File: src/rtl/psram_cfg_pkg.sv
package psram_cfg_pkg;
  typedef enum logic [1:0] {
    OP_LOAD  = 2'd0,
    OP_READ  = 2'd1,
    OP_SLEEP = 2'd2,
    OP_WAKE  = 2'd3
  } cfg_op_e;

  typedef enum logic [2:0] {
    ST_IDLE,
    ST_GUARD,
    ST_ACCESS,
    ST_SLEEP,
    ST_WAKE
  } seq_state_e;

  localparam int unsigned NUM_PHASES = 4;
  localparam int unsigned PH_W       = $clog2(NUM_PHASES);
  localparam logic [PH_W-1:0] PH_KEY  = PH_W'(2);
  localparam logic [PH_W-1:0] PH_LAST = PH_W'(NUM_PHASES - 1);
endpackage

File: src/rtl/psram_cfg_timer.sv
module psram_cfg_timer #(
  parameter int CNT_W = 8
) (
  input  logic             clk,
  input  logic             rst_n,
  input  logic             load,
  input  logic [CNT_W-1:0] load_val,
  output logic             zero
);
  logic [CNT_W-1:0] cnt;

  always_ff @(posedge clk) begin
    if (!rst_n)          cnt <= '0;
    else if (load)       cnt <= load_val;
    else if (cnt != '0)  cnt <= cnt - 1'b1;
  end

  assign zero = (cnt == '0);
endmodule

File: src/rtl/psram_cfg_busdrv.sv
module psram_cfg_busdrv
  import psram_cfg_pkg::*;
#(
  parameter int ADDR_W = 21,
  parameter int DATA_W = 16
) (
  input  seq_state_e        state,
  input  logic [PH_W-1:0]   phase,
  input  cfg_op_e           op_q,
  input  logic [DATA_W-1:0] cr_q,
  output logic [ADDR_W-1:0] addr,
  output logic              ce_n,
  output logic              oe_n,
  output logic              we_n,
  output logic [DATA_W/8-1:0] be_n,
  output logic [DATA_W-1:0] dq_out,
  output logic              dq_oe
);
  localparam int BE_W = DATA_W / 8;
  localparam logic [ADDR_W-1:0] TOP_ADDR = {ADDR_W{1'b1}};

  logic active;
  logic rd_kind;

  assign active  = (state == ST_ACCESS);
  assign rd_kind = (phase < PH_KEY) || ((phase == PH_LAST) && (op_q == OP_READ));

  assign ce_n   = ~active;
  assign oe_n   = ~(active && rd_kind);
  assign we_n   = ~(active && !rd_kind);
  assign dq_oe  = active && !rd_kind;
  assign addr   = active ? TOP_ADDR : '0;
  assign dq_out = (active && phase == PH_LAST) ? cr_q : '0;

  for (genvar lane = 0; lane < BE_W; lane++) begin : g_lane
    assign be_n[lane] = ~active;
  end
endmodule

File: src/rtl/psram_cfg_ctrl.sv
module psram_cfg_ctrl
  import psram_cfg_pkg::*;
#(
  parameter int DATA_W       = 16,
  parameter int SLEEP_BIT    = 4,
  parameter int GUARD_CLKS   = 19,
  parameter int CYCLE_CLKS   = 9,
  parameter int RECOVER_CLKS = 18750,
  parameter int CNT_W        = 15
) (
  input  logic              clk,
  input  logic              rst_n,
  input  logic              cmd_valid,
  output logic              cmd_ready,
  input  logic [1:0]        cmd_op,
  input  logic [DATA_W-1:0] cmd_cr,
  input  logic [DATA_W-1:0] dq_in,
  input  logic              tmr_zero,
  output logic              tmr_load,
  output logic [CNT_W-1:0]  tmr_val,
  output seq_state_e        state,
  output logic [PH_W-1:0]   phase,
  output cfg_op_e           op_q,
  output logic [DATA_W-1:0] cr_q,
  output logic              zz_n,
  output logic              done,
  output logic              err,
  output logic [DATA_W-1:0] rd_data
);
  localparam logic [CNT_W-1:0] GUARD_V = CNT_W'(GUARD_CLKS - 1);
  localparam logic [CNT_W-1:0] CYCLE_V = CNT_W'(CYCLE_CLKS - 1);
  localparam logic [CNT_W-1:0] RECOV_V = CNT_W'(RECOVER_CLKS - 1);

  cfg_op_e in_op;
  logic    accept;
  logic    seq_start;

  assign in_op     = cfg_op_e'(cmd_op);
  assign cmd_ready = (state == ST_IDLE) || (state == ST_SLEEP);
  assign accept    = cmd_valid && cmd_ready;
  assign seq_start = accept && (state == ST_IDLE) &&
                     ((in_op == OP_READ) || (in_op == OP_LOAD && cmd_cr[SLEEP_BIT]));

  always_comb begin
    tmr_load = 1'b0;
    tmr_val  = '0;
    if (seq_start) begin
      tmr_load = 1'b1;
      tmr_val  = GUARD_V;
    end else if (state == ST_GUARD && tmr_zero) begin
      tmr_load = 1'b1;
      tmr_val  = CYCLE_V;
    end else if (state == ST_ACCESS && tmr_zero && phase != PH_LAST) begin
      tmr_load = 1'b1;
      tmr_val  = GUARD_V;
    end else if (state == ST_SLEEP && accept && in_op == OP_WAKE) begin
      tmr_load = 1'b1;
      tmr_val  = RECOV_V;
    end
  end

  always_ff @(posedge clk) begin
    if (!rst_n) begin
      state   <= ST_IDLE;
      phase   <= '0;
      op_q    <= OP_LOAD;
      cr_q    <= '0;
      zz_n    <= 1'b1;
      done    <= 1'b0;
      err     <= 1'b0;
      rd_data <= '0;
    end else begin
      done <= 1'b0;
      err  <= 1'b0;
      unique case (state)
        ST_IDLE: begin
          if (accept) begin
            if (seq_start) begin
              state <= ST_GUARD;
              phase <= '0;
              op_q  <= in_op;
              cr_q  <= cmd_cr;
            end else if (in_op == OP_SLEEP) begin
              state <= ST_SLEEP;
              zz_n  <= 1'b0;
              done  <= 1'b1;
            end else if (in_op == OP_WAKE) begin
              done <= 1'b1;
            end else begin
              done <= 1'b1;
              err  <= 1'b1;
            end
          end
        end
        ST_GUARD: begin
          if (tmr_zero) state <= ST_ACCESS;
        end
        ST_ACCESS: begin
          if (tmr_zero) begin
            if (phase == PH_LAST) begin
              state <= ST_IDLE;
              done  <= 1'b1;
              if (op_q == OP_READ) rd_data <= dq_in;
            end else begin
              phase <= phase + 1'b1;
              state <= ST_GUARD;
            end
          end
        end
        ST_SLEEP: begin
          if (accept) begin
            if (in_op == OP_WAKE) begin
              state <= ST_WAKE;
              zz_n  <= 1'b1;
            end else begin
              done <= 1'b1;
              err  <= 1'b1;
            end
          end
        end
        ST_WAKE: begin
          if (tmr_zero) begin
            state <= ST_IDLE;
            done  <= 1'b1;
          end
        end
        default: state <= ST_IDLE;
      endcase
    end
  end


  reject_dpd_chk: assert property (@(posedge clk) disable iff (!rst_n)
    (accept && state == ST_IDLE && in_op == OP_LOAD && !cmd_cr[SLEEP_BIT])
      |=> (done && err && state == ST_IDLE));


  sleep_entry_chk: assert property (@(posedge clk) disable iff (!rst_n)
    (accept && state == ST_IDLE && in_op == OP_SLEEP) |=> (!zz_n && done && !err));


  sleep_hold_chk: assert property (@(posedge clk) disable iff (!rst_n)
    (state == ST_SLEEP && !(accept && in_op == OP_WAKE)) |=> !zz_n);


  err_with_done_chk: assert property (@(posedge clk) disable iff (!rst_n)
    err |-> done);
endmodule

File: src/rtl/psram_cfg_seq.sv
module psram_cfg_seq
  import psram_cfg_pkg::*;
#(
  parameter int ADDR_W       = 21,
  parameter int DATA_W       = 16,
  parameter int SLEEP_BIT    = 4,
  parameter int GUARD_CLKS   = 19,
  parameter int CYCLE_CLKS   = 9,
  parameter int RECOVER_CLKS = 18750
) (
  input  logic                clk,
  input  logic                rst_n,
  input  logic                cmd_valid,
  output logic                cmd_ready,
  input  logic [1:0]          cmd_op,
  input  logic [DATA_W-1:0]   cmd_cr,
  output logic                busy,
  output logic                done,
  output logic                err,
  output logic [DATA_W-1:0]   rd_data,
  output logic [ADDR_W-1:0]   mem_addr,
  output logic                mem_ce_n,
  output logic                mem_oe_n,
  output logic                mem_we_n,
  output logic [DATA_W/8-1:0] mem_be_n,
  output logic [DATA_W-1:0]   mem_dq_out,
  output logic                mem_dq_oe,
  input  logic [DATA_W-1:0]   mem_dq_in,
  output logic                mem_zz_n
);
  localparam int MAX_GC = (GUARD_CLKS > CYCLE_CLKS) ? GUARD_CLKS : CYCLE_CLKS;
  localparam int MAX_T  = (MAX_GC > RECOVER_CLKS) ? MAX_GC : RECOVER_CLKS;
  localparam int CNT_W  = $clog2(MAX_T + 1);
  localparam int HR_W   = $clog2(GUARD_CLKS + 1) + 1;

  seq_state_e        state;
  logic [PH_W-1:0]   phase;
  cfg_op_e           op_q;
  logic [DATA_W-1:0] cr_q;
  logic              tmr_zero;
  logic              tmr_load;
  logic [CNT_W-1:0]  tmr_val;

  psram_cfg_timer #(.CNT_W(CNT_W)) u_timer (
    .clk      (clk),
    .rst_n    (rst_n),
    .load     (tmr_load),
    .load_val (tmr_val),
    .zero     (tmr_zero)
  );

  psram_cfg_ctrl #(
    .DATA_W       (DATA_W),
    .SLEEP_BIT    (SLEEP_BIT),
    .GUARD_CLKS   (GUARD_CLKS),
    .CYCLE_CLKS   (CYCLE_CLKS),
    .RECOVER_CLKS (RECOVER_CLKS),
    .CNT_W        (CNT_W)
  ) u_ctrl (
    .clk       (clk),
    .rst_n     (rst_n),
    .cmd_valid (cmd_valid),
    .cmd_ready (cmd_ready),
    .cmd_op    (cmd_op),
    .cmd_cr    (cmd_cr),
    .dq_in     (mem_dq_in),
    .tmr_zero  (tmr_zero),
    .tmr_load  (tmr_load),
    .tmr_val   (tmr_val),
    .state     (state),
    .phase     (phase),
    .op_q      (op_q),
    .cr_q      (cr_q),
    .zz_n      (mem_zz_n),
    .done      (done),
    .err       (err),
    .rd_data   (rd_data)
  );

  psram_cfg_busdrv #(.ADDR_W(ADDR_W), .DATA_W(DATA_W)) u_bus (
    .state  (state),
    .phase  (phase),
    .op_q   (op_q),
    .cr_q   (cr_q),
    .addr   (mem_addr),
    .ce_n   (mem_ce_n),
    .oe_n   (mem_oe_n),
    .we_n   (mem_we_n),
    .be_n   (mem_be_n),
    .dq_out (mem_dq_out),
    .dq_oe  (mem_dq_oe)
  );

  assign busy = (state == ST_GUARD) || (state == ST_ACCESS) || (state == ST_WAKE);

  // Run length of chip-enable-high clocks, saturating, for the guard check.
  logic [HR_W-1:0] hi_run;
  always_ff @(posedge clk) begin
    if (!rst_n)                        hi_run <= HR_W'(GUARD_CLKS);
    else if (!mem_ce_n)                hi_run <= '0;
    else if (hi_run < HR_W'(GUARD_CLKS)) hi_run <= hi_run + 1'b1;
  end


  ce_guard_chk: assert property (@(posedge clk) disable iff (!rst_n)
    $fell(mem_ce_n) |-> (hi_run >= HR_W'(GUARD_CLKS)));


  top_addr_chk: assert property (@(posedge clk) disable iff (!rst_n)
    !mem_ce_n |-> (mem_addr == {ADDR_W{1'b1}}));


  oe_we_excl_chk: assert property (@(posedge clk) disable iff (!rst_n)
    !(!mem_oe_n && !mem_we_n));


  wake_busy_chk: assert property (@(posedge clk) disable iff (!rst_n)
    $rose(mem_zz_n) |-> busy);


  ready_busy_chk: assert property (@(posedge clk) disable iff (!rst_n)
    busy |-> !cmd_ready);
endmodule

File: config.mk
export PLATFORM = sky130hd
export DESIGN_NAME = psram_cfg_seq
export DESIGN_NICKNAME = d
export VERILOG_FILES = /design/src/rtl/psram_cfg_pkg.sv /design/src/rtl/psram_cfg_timer.sv /design/src/rtl/psram_cfg_busdrv.sv /design/src/rtl/psram_cfg_ctrl.sv /design/src/rtl/psram_cfg_seq.sv
export SDC_FILE = /design/constraint.sdc
export NUM_CORES = 1
export LEC_CHECK = 0
export ABC_AREA = 1
export BUFFER_PORTS_ARGS = -buffer_cell sky130_fd_sc_hd__buf_2
export CAP_MARGIN = 30
export CORE_MARGIN = 3
export CORE_UTILIZATION = 50
export CTS_BUF_LIST = sky130_fd_sc_hd__clkbuf_4 sky130_fd_sc_hd__clkbuf_8 sky130_fd_sc_hd__clkbuf_16
export DETAILED_ROUTE_END_ITERATION = 10
export PLACE_DENSITY = 0.83
export SKIP_CTS_REPAIR_TIMING = 1
export SYNTH_ARGS = -nofsm -noshare
export SYNTH_HDL_FRONTEND = slang
export SYNTH_SLANG_ARGS = --single-unit
File: constraint.sdc
create_clock -name clk -period 4.1 [get_ports clk]
set_input_delay 0.41 -clock clk [delete_from_list [all_inputs] [get_ports clk]]
set_output_delay 0.41 -clock clk [all_outputs]
set_load 0.02 [all_outputs]
==> out/metrics.csv <==
stage,metric,value,unit
drt,drt_iter0_markers,134,
synthesis,synth.top_cell.area_share,39.5,%
drt,drc_errors,0,
timing,timing.final.crit_share,55.9,%
drt,viasPerCell,5.03,
final_layout,fin_nets,516,
floorplan,die-area,6720,sq um
clocking,cts-htree-levels,3,
power,ir_drop,347,uV
clocking,clk_pin_slew_worst_paths,0.06,ns
drt,postRouteAntennaNets,0,
power,combPwrFrac,46.0,%
place,io_buffers,100,
clocking,cts_buffer_depth,2,
global_route,track_usage,21.8,%
place,place_hpwl,4890,um
power,p_sw_share,43.1,%
status,status,"finished, final reports clean",
clocking,cts_root_buf,clkbuf_8,
setup_path,r2r-start,u_timer.cnt[0]$_SDFFE_PN0P_,
drt,firstDrtPassIters,5,
timing,slew_viol_final,0,
synthesis,ys_types,30,
synthesis,synth_area_leaders,"dfxtp_1 40%, nor2_1 8.5%, a21oi_1 7.6%",
power,powerDensity,699,nW/um^2
drt,num_vias,2784,
synthesis,synthMostInstantiatedCell,nor2_1,
synthesis,synthArstFlopShare,0,%
global_route,grt_max_degree,44,
setup_path,worst-path-buf-inv,1,
final_layout,final_layout_size_suffix_gt1_share,29.5,%
final_layout,stdcell_area,3460,sq um
setup_path,cp.depth,5,
timing,hold_viol,0,
power,p_leak,1.72,nW
setup_path,ff2ff_setup_slack,1.95,ns
clocking,cts_made_buffers,9,
synthesis,syn_area,2890,sq um
global_route,grt_overflow,0,
synthesis,synth_largest_area_cell,dfxtp_1,
floorplan,io_pins,101,
setup_path,critical_path_class,flip-flop to primary output,
min_path,min_path_type,input pin to flip-flop,
floorplan,die_w,82.0,um
final_layout,stdcell_count,553,
synthesis,yosysWarnings,0,
synthesis,ys_ff_latch,57,
floorplan,chipHeight,82.0,um
place,dp_cells,537,
setup_path,cp_slowest_cell,dfxtp_1,
clocking,clk_latency,0.33,ns
floorplan,core_region_area,5540,sq um
place,placed_area,3250,sq um
power,p_int,0.00138,W
timing,clock_skew,0.00459,ns
timing,max_slew_margin,50.5,%
timing,timing.fmax,437,MHz
timing,whs,0.318,ns
power,p_clk_share,23.3,%
setup_path,startpoint,u_ctrl.state[1]$_SDFFE_PN0P_,
setup_path,slowest_delay,0.40,ns
timing,worst_pin_slew,0.741,ns
synthesis,avgSynthCellArea,7.21,sq um
global_route,grt_pass1_vias,2589,
drt,drt_wl_total,6770,um
setup_path,crit_chain,"nand2_1, nor2_4, nand2_4, nor2_1, buf_2",
synthesis,ys.flop_type,dfxtp_1,
timing,grt_setup_unrepaired,no,
place,gp_congestion,0.906,
synthesis,syn_inst,400,
synthesis,ys_top_cells_by_count,"65 x nor2_1, 57 x dfxtp_1, 44 x a21oi_1, 44 x nand2_1, 39 x inv_1",
power,pwr-share-seq,30.8,%
global_route,antenna_found_initial,0,
synthesis,synth_edf_count,0,
synthesis,ys_seq_area_share,39.5,%
drt,post_drt_wl_per_cell,12.2,um
final_layout,antennaDiodeCount,0,
setup_path,crit_end,mem_dq_out[10],
timing,fin_crit,2.29,ns
setup_path,critical_path.top_delay_family,simple AND/OR/NAND/NOR gates,
timing,tns,0,ns
setup_path,cp-start-kind,flip-flop,
setup_path,required,3.69,ns
power,p_sw,0.00104,W
final_layout,utilization,62.5,%
run,maxCapViolCount,0,
timing,setup_viol,0,
synthesis,synth_fp_nets,440,
global_route,grt_pass1_wl,11400,um
setup_path,end_kind,primary output,
floorplan,initial_core_util,52.1,%
setup_path,reg2reg_to,u_timer.cnt[0]$_SDFFE_PN0P_,
clocking,clkSinkCount,57,
setup_path,cp_max_fo,25,
setup_path,reg2reg_depth,10,
setup_path,cp_data_arrival_time,1.88,ns
final_layout,syn_to_final_growth,20.1,%
clocking,cts_tree,yes,
floorplan,num_rows,27,
## placed cells by master (no fill, tap or decap), types with 4 or more instances in the layout
| cell | n |
|---|---|
| buf_2 | 100 |
| nor2_1 | 65 |
| dfxtp_1 | 57 |
| nand2_1 | 44 |
| a21oi_1 | 44 |
| inv_1 | 39 |
| o21ai_0 | 31 |
| nand3_1 | 16 |
| o21ai_1 | 12 |
| xor2_1 | 9 |
| clkbuf_8 | 9 |
| nor2_2 | 8 |
| nor3_1 | 7 |
| inv_2 | 6 |
| nand3_2 | 4 |
## worst min-delay path by stage
stage / from / cells after the start / to / slack [ns]
2_1_floorplan: u_ctrl.op_q[1]$_SDFFE_PN0P_ / 2 / u_ctrl.op_q[1]$_SDFFE_PN0P_ / 0.42
3_3_place_gp: u_ctrl.cr_q[7]$_SDFFE_PN0P_ / 2 / u_ctrl.cr_q[7]$_SDFFE_PN0P_ / 0.44
5_1_grt: mem_dq_in[11] / 3 / u_ctrl.rd_data[11]$_SDFFE_PN0P_ / 0.32
6_report: mem_dq_in[6] / 3 / u_ctrl.rd_data[6]$_SDFFE_PN0P_ / 0.32
3_5_place_dp: u_ctrl.op_q[1]$_SDFFE_PN0P_ / 2 / u_ctrl.op_q[1]$_SDFFE_PN0P_ / 0.45
4_1_cts: mem_dq_in[14] / 3 / u_ctrl.rd_data[14]$_SDFFE_PN0P_ / 0.30
## area by class of cell
cell class	instances	area [sq um]
Fill cell	525	2080
Tap cell	72	90.1
Sequential cell	57	1140
Clock buffer	10	131
Inverter	45	169
Clock inverter	6	82.6
Multi-Input combinational cell	263	1350
Timing Repair Buffer	100	500
## tightest hold or removal path, stage by stage
cell	delay [ns]
buf_2	0.07
o21ai_1	0.05
nor2_1	0.07
## metrics by stage
stage / power (W) / setup WS (ns)
3_5_place_dp: 0.00186 / 1.89
4_1_cts: 0.00243 / 1.81
5_1_grt: 0.00262 / 1.61
3_3_place_gp: 0.00183 / 2.00
2_1_floorplan: 0.00168 / 2.14
6_report: 0.00242 / 1.81
## metal layers
layer | global-route usage, % | vias up | routed length (um) | share of wire, %
met4 | 8.14 | 0 | 68 | 1.0
met3 | 6.03 | 8 | 509 | 7.5
li1 | - | 1426 | - | -
met2 | 35.1 | 114 | 3170 | 47
met5 | 0 | - | 0 | 0
met1 | 27.7 | 1236 | 3020 | 45
## logic make-up (layout without fill, tap and decap cells)
| logic type | count (synthesis) | in the layout | share of synthesized area, % |
|---|---|---|---|
| xor+xnor | 12 | 12 | 3.64 |
| flops | 57 | 57 | 39.5 |
| fa+ha+maj | 3 | 3 | 1.30 |
| simple gates | 156 | 156 | 25.0 |
| compound gates | 92 | 92 | 16.8 |
| buf+inv | 80 | 161 | 13.7 |
## power groups by stage
stage	Sequential, W	Combinational, W	Clock, W
after global routing	0.000758	0.00126	0.000596
after detailed placement	0.000753	0.00110	0
final	0.000744	0.00111	0.000563
after floorplan	0.000748	0.000932	0
after CTS	0.000743	0.00111	0.000572
after global placement	0.000752	0.00108	0
## registers in the layout (all words and copies together), names as in the netlist
register        count
u_ctrl.zz_n         1
u_timer.cnt        15
u_ctrl.op_q         2
u_ctrl.rd_data     16
u_ctrl.done         1
u_ctrl.state        3
u_ctrl.phase        2
u_ctrl.err          1
u_ctrl.cr_q        16
Power figures use the tool's default switching activity.
